$ cat src/rtl/cb_pkg.sv
package cb_pkg;
  localparam int NUM_CH = 3;
endpackage

$ cat src/rtl/cb_capture.sv
module cb_capture
  import cb_pkg::*;
#(
  parameter int SAMPLE_W = 10
) (
  input  logic                       clk_i,
  input  logic                       rst_ni,
  input  logic                       tick_i,
  input  logic [NUM_CH-1:0]          act_i,
  input  logic [NUM_CH*SAMPLE_W-1:0] smp_i,
  input  logic [NUM_CH-1:0]          vld_i,
  output logic [NUM_CH*SAMPLE_W-1:0] smp_o,
  output logic                       upd_o
);
  logic [NUM_CH-1:0] got_q;
  logic [NUM_CH-1:0] take;
  logic              done_q;

  assign take  = vld_i & act_i;
  // fire once per round, when every active lane has reported
  assign upd_o = (&(got_q | ~act_i)) & ~done_q;

  always_ff @(posedge clk_i or negedge rst_ni) begin
    if (!rst_ni) begin
      got_q  <= '0;
      done_q <= 1'b0;
    end else begin
      got_q  <= tick_i ? take : (got_q | take);
      done_q <= tick_i ? 1'b0 : (done_q | upd_o);
    end
  end

  for (genvar c = 0; c < NUM_CH; c++) begin : g_lane
    always_ff @(posedge clk_i or negedge rst_ni) begin
      if (!rst_ni) smp_o[c*SAMPLE_W +: SAMPLE_W] <= '0;
      else if (take[c] && !(done_q && !tick_i))
        smp_o[c*SAMPLE_W +: SAMPLE_W] <= smp_i[c*SAMPLE_W +: SAMPLE_W];
    end
  end
endmodule

$ cat src/rtl/cb_mean.sv
module cb_mean
  import cb_pkg::*;
#(
  parameter int SAMPLE_W = 10
) (
  input  logic [NUM_CH*SAMPLE_W-1:0] smp_i,
  input  logic                       three_i,
  output logic [SAMPLE_W-1:0]        mean_o
);
  localparam int SUM_W  = SAMPLE_W + 2;
  // shift one past the sum width keeps ceil-reciprocal division exact
  localparam int DIV_SH = SUM_W + 1;
  localparam int PROD_W = SUM_W + DIV_SH;
  localparam logic [DIV_SH-1:0] RECIP = DIV_SH'(((1 << DIV_SH) + 2) / 3);

  logic [SUM_W-1:0]  sum;
  logic [PROD_W-1:0] prod;

  always_comb begin
    sum = {2'b00, smp_i[0 +: SAMPLE_W]} + {2'b00, smp_i[SAMPLE_W +: SAMPLE_W]};
    if (three_i) sum = sum + {2'b00, smp_i[2*SAMPLE_W +: SAMPLE_W]};
    prod = PROD_W'(sum) * PROD_W'(RECIP);
    if (three_i) mean_o = prod[DIV_SH +: SAMPLE_W];
    else         mean_o = sum[1 +: SAMPLE_W];
  end
endmodule

$ cat src/rtl/cb_filter.sv
module cb_filter #(
  parameter int SAMPLE_W = 10,
  parameter int FILT_K   = 2,
  localparam int E_W     = SAMPLE_W + 1
) (
  input  logic                  clk_i,
  input  logic                  rst_ni,
  input  logic                  upd_i,
  input  logic                  act_i,
  input  logic [SAMPLE_W-1:0]   mean_i,
  input  logic [SAMPLE_W-1:0]   smp_i,
  output logic signed [E_W-1:0] y_o
);
  logic signed [E_W-1:0] err;
  logic signed [E_W:0]   diff;
  logic signed [E_W:0]   step;

  assign err  = $signed({1'b0, mean_i}) - $signed({1'b0, smp_i});
  assign diff = $signed({err[E_W-1], err}) - $signed({y_o[E_W-1], y_o});
  assign step = diff >>> FILT_K;

  always_ff @(posedge clk_i or negedge rst_ni) begin
    if (!rst_ni)     y_o <= '0;
    else if (!act_i) y_o <= '0;
    else if (upd_i)  y_o <= y_o + step[E_W-1:0];
  end
endmodule

$ cat src/rtl/cb_sat.sv
module cb_sat #(
  parameter int CMD_W   = 10,
  parameter int E_W     = 11,
  parameter int CMD_MAX = 1000
) (
  input  logic [CMD_W-1:0]      cmd_i,
  input  logic signed [E_W-1:0] y_i,
  input  logic                  act_i,
  output logic [CMD_W-1:0]      adj_o
);
  localparam int S_W = ((CMD_W > E_W) ? CMD_W : E_W) + 2;
  localparam logic [S_W-1:0] LIM = S_W'(CMD_MAX);

  logic [S_W-1:0] tot;

  assign tot = {{(S_W-CMD_W){1'b0}}, cmd_i} + {{(S_W-E_W){y_i[E_W-1]}}, y_i};

  always_comb begin
    if (!act_i)           adj_o = '0;
    else if (tot[S_W-1])  adj_o = '0;
    else if (tot > LIM)   adj_o = LIM[CMD_W-1:0];
    else                  adj_o = tot[CMD_W-1:0];
  end
endmodule

$ cat src/rtl/cur_balancer.sv
module cur_balancer
  import cb_pkg::*;
#(
  parameter int SAMPLE_W = 10,
  parameter int CMD_W    = 10,
  parameter int CMD_MAX  = 1000,
  parameter int FILT_K   = 2
) (
  input  logic                       clk_i,
  input  logic                       rst_ni,
  input  logic                       tick_i,
  input  logic                       two_phase_i,
  input  logic [NUM_CH*SAMPLE_W-1:0] smp_i,
  input  logic [NUM_CH-1:0]          smp_vld_i,
  input  logic [CMD_W-1:0]           cmd_i,
  output logic [NUM_CH*CMD_W-1:0]    adj_o
);
  localparam int E_W = SAMPLE_W + 1;

  logic [NUM_CH-1:0]          act;
  logic [NUM_CH*SAMPLE_W-1:0] smp_q;
  logic                       upd_w;
  logic [SAMPLE_W-1:0]        mean_w;

  assign act = {~two_phase_i, 2'b11};

  cb_capture #(.SAMPLE_W(SAMPLE_W)) u_cap (
    .clk_i (clk_i),
    .rst_ni(rst_ni),
    .tick_i(tick_i),
    .act_i (act),
    .smp_i (smp_i),
    .vld_i (smp_vld_i),
    .smp_o (smp_q),
    .upd_o (upd_w)
  );

  cb_mean #(.SAMPLE_W(SAMPLE_W)) u_mean (
    .smp_i  (smp_q),
    .three_i(~two_phase_i),
    .mean_o (mean_w)
  );

  for (genvar c = 0; c < NUM_CH; c++) begin : g_ch
    logic signed [E_W-1:0] y_w;
    logic [CMD_W-1:0]      adj_w;

    cb_filter #(.SAMPLE_W(SAMPLE_W), .FILT_K(FILT_K)) u_filt (
      .clk_i (clk_i),
      .rst_ni(rst_ni),
      .upd_i (upd_w),
      .act_i (act[c]),
      .mean_i(mean_w),
      .smp_i (smp_q[c*SAMPLE_W +: SAMPLE_W]),
      .y_o   (y_w)
    );

    cb_sat #(.CMD_W(CMD_W), .E_W(E_W), .CMD_MAX(CMD_MAX)) u_sat (
      .cmd_i(cmd_i),
      .y_i  (y_w),
      .act_i(act[c]),
      .adj_o(adj_w)
    );

    always_ff @(posedge clk_i or negedge rst_ni) begin
      if (!rst_ni) adj_o[c*CMD_W +: CMD_W] <= '0;
      else         adj_o[c*CMD_W +: CMD_W] <= adj_w;
    end
  end
endmodule

$ cat config.mk
export PLATFORM = sky130hd
export DESIGN_NAME = cur_balancer
export DESIGN_NICKNAME = d
export VERILOG_FILES = /design/src/rtl/cb_pkg.sv /design/src/rtl/cb_capture.sv /design/src/rtl/cb_mean.sv /design/src/rtl/cb_filter.sv /design/src/rtl/cb_sat.sv /design/src/rtl/cur_balancer.sv
export SDC_FILE = /design/constraint.sdc
export NUM_CORES = 1
export LEC_CHECK = 0
export CORE_MARGIN = 3
export CORE_UTILIZATION = 45
export CTS_CLUSTER_DIAMETER = 120
export DETAILED_ROUTE_END_ITERATION = 7
export DONT_BUFFER_PORTS = 1
export GPL_TIMING_DRIVEN = 0
export SYNTH_ARGS = -nofsm -noshare
export SYNTH_HDL_FRONTEND = slang
export SYNTH_SLANG_ARGS = --single-unit
$ cat constraint.sdc
create_clock -name clk_i -period 11.85 [get_ports clk_i]
set_input_delay 1.185 -clock clk_i [delete_from_list [all_inputs] [get_ports clk_i]]
set_output_delay 1.185 -clock clk_i [all_outputs]
set_load 0.005 [all_outputs]
==> flow_summary.toml <==
[outcome]
outcome = "finished, final reports clean"

[critical_path]
end_kind = "flop"
crit_arrival_ps = 11600
crit_type = "reg2reg"
worst_r2r_endpoint = "g_ch[2].u_filt.y_o[10]$_DFFE_PN0P_"
start_kind = "flop"
cpMostUsedCell = "ha_1"
reg2regPathDepth = 50
cpMaxStageDelayCell = "fa_1"
slowest_delay_ps = 540
reg2reg_from = "u_cap.smp_o[10]$_DFFE_PN0P_"
reg2reg_slack_ps = 480
cp.required_ps = 12090
cp_max_fo = 7

[synth]
synth_ff_type = "dfrtp_1"
ys_types = 74
synth.avg_cell_area_um2 = 8.73
ys_ff_latch = 97
synth-async-reset-ratio_pct = 100
synth_edf_count = 0
synth_top_area_share_pct = 23.0
syn_inst = 1357
yosys.area.top_type = "ha_1"
synth_area_leaders = "ha_1, dfrtp_1, fa_1"
syn-num-nets = 1669
ys_seq_area_share_pct = 20.5
synth_warnings = 0
netlist_area_um2 = 11800

[route]
drc = 0
vias = 9226
ant_nets = 0
first_pass_iters = 5
drt_first_iter_violations = 427
drt_wl_total_um = 28300
viasPerCell = 5.41
routedWlPerCell_um = 16.6

[global_route]
grt.total_usage_pct = 20.1
antenna_found_initial = 2
grt_first_pass_wirelength_um = 45900
grt_pass1_vias = 8950
grt_overflow = 0
grt_max_degree = 98

[floorplan]
chipWidth_um = 168
start_util_pct = 46.4
coreArea_um2 = 25500
io-pin-count = 77
dieHeight_um = 168
rows = 58
die-area_um2 = 28300

[final_layout]
fillCellCount = 2455
nNetsFinal = 1684
syn2layout_area_growth_pct = 7.63
final_cells = 1706
num_antenna_cells = 0
drive_above_1_share_pct = 6.18
multiInputGateArea_um2 = 8810
final-seq-area_um2 = 2430
mostFrequentLayoutCells = "ha_1, inv_1, nand2_1"
final_common_cell = "ha_1"

[placed_design]
dp_cells = 1687
place.port_buffers = 0
gp_congestion = 0.862
dp_hpwl_um = 23400

[clock_network]
cts_tree = "done"
cts.htree.levels = 3
numCtsBuffers = 9
cts-root-buf = "clkbuf_16"
clk_pin_slew_ps = 70
cts-hold-fix-buffers = 0
clock-sinks = 97
insertion_delay_ps = 360
cts_buffer_depth = 2

[timing]
holdWs_ps = 484
slew_headroom_pct = 27.5
setup_viol_count_final = 0
worstMarginPinSlew_ps = 1080
period_minus_slack_ps = 11370
skew_ps = 9.33
period_share_pct = 95.9
max_freq_mhz = 88.0
report.final.slew_viol_count = 0
hold_viol_final = 0

[job]
drv_cap = 0

[hold_path]
worstHoldStart = "u_cap.got_q[0]$_DFF_PN0_"
holdPathEnd = "u_cap.got_q[0]$_DFF_PN0_"
worstHoldPathCells = 1
min_path_type = "reg2reg"
[worst max path at each step]
stage	slack (ps)	endpoint	start	cells after the start
floorplan	1090	g_ch[2].u_filt.y_o[10]$_DFFE_PN0P_	u_cap.smp_o[0]$_DFFE_PN0P_	48
global placement	-740	g_ch[2].u_filt.y_o[10]$_DFFE_PN0P_	two_phase_i	40
detailed placement	-690	g_ch[2].u_filt.y_o[10]$_DFFE_PN0P_	two_phase_i	40
CTS	4	g_ch[2].u_filt.y_o[10]$_DFFE_PN0P_	u_cap.smp_o[0]$_DFFE_PN0P_	46
global route	-50	g_ch[2].u_filt.y_o[10]$_DFFE_PN0P_	u_cap.smp_o[10]$_DFFE_PN0P_	52
finish	480	g_ch[2].u_filt.y_o[10]$_DFFE_PN0P_	u_cap.smp_o[10]$_DFFE_PN0P_	50
[registers in the layout, summed over array words and instances (netlist names)]
register,cells
adj_o,30
g_ch.u_filt.y_o,33
u_cap.done_q,1
u_cap.got_q,3
u_cap.smp_o,30
[synthesized netlist by cell type (all sizes together), types with 20 or more instances]
cell type,count
a21o,35
a21oi,74
dfrtp,97
fa,47
ha,218
inv,184
mux2,24
nand2,109
nor2,86
nor2b,20
nor3,32
o21ai,93
xnor2,64
xor2,50
[stage by stage]
| step | cell area [um2] | TNS, ps | utilization [%] | setup slack (ps) |
|---|---|---|---|---|
| after global routing | 12700 | -53.5 | 49.9 | -53.5 |
| after global placement | 12300 | -2020 | 48.0 | -743 |
| final | 12700 | 0 | 49.9 | 485 |
| after floorplan | 11800 | 0 | - | 1090 |
| after detailed placement | 12300 | -1790 | 48.0 | -693 |
| after CTS | 12600 | 0 | 49.3 | 4.29 |
[cell families (layout without fill, tap and decap cells)]
| family | after synthesis | in the layout | share of synthesized area, % |
|---|---|---|---|
| AOI/OAI and AO/OA | 326 | 326 | 18.2 |
| xor gates and xnor gates | 114 | 114 | 8.43 |
| muxes | 29 | 29 | 2.70 |
| DFF | 97 | 97 | 20.5 |
| buffers and inverters | 199 | 218 | 6.38 |
| and+or+nand+nor | 327 | 327 | 12.8 |
| adders and majority gates | 265 | 265 | 31.0 |
[worst max-delay path: cells and delay by family, from the launching register on]
| family | cells | cell delay, ps |
|---|---|---|
| compound gates | 17 | 4070 |
| xor+xnor | 5 | 660 |
| fa+ha+maj | 11 | 4040 |
| buf+inv | 6 | 570 |
| flops | 1 | 430 |
| mux | 2 | 490 |
| simple gates | 9 | 980 |
[timing repair]
action                     in CTS  in global routing
buffers inserted                0                  4
gates resized for setup        10                 33
setup endpoints to repair       6                  9
pin swaps                       0                  6
[metal layers]
metal / vias up / global-route usage, % / routed length, um
met5: - / 0 / 30
met4: 4 / 4.59 / 450
met3: 28 / 3.66 / 1270
met2: 122 / 31.8 / 12700
met1: 4354 / 28.7 / 13900
li1: 4718 / - / -
[layout make-up]
type | instances | share of cell area, %
multi-input combinational | 1061 | 69.1
timing repair buffer | 4 | 0.236
sequential | 97 | 19.0
inverter | 184 | 5.42
clock buffer | 11 | 1.98
clock inverter | 4 | 0.412
buffer | 15 | 0.520
tap | 330 | 3.24
Power is not shown: default switching activity piles up to over one toggle a cycle in this logic, so the estimate is an artifact.
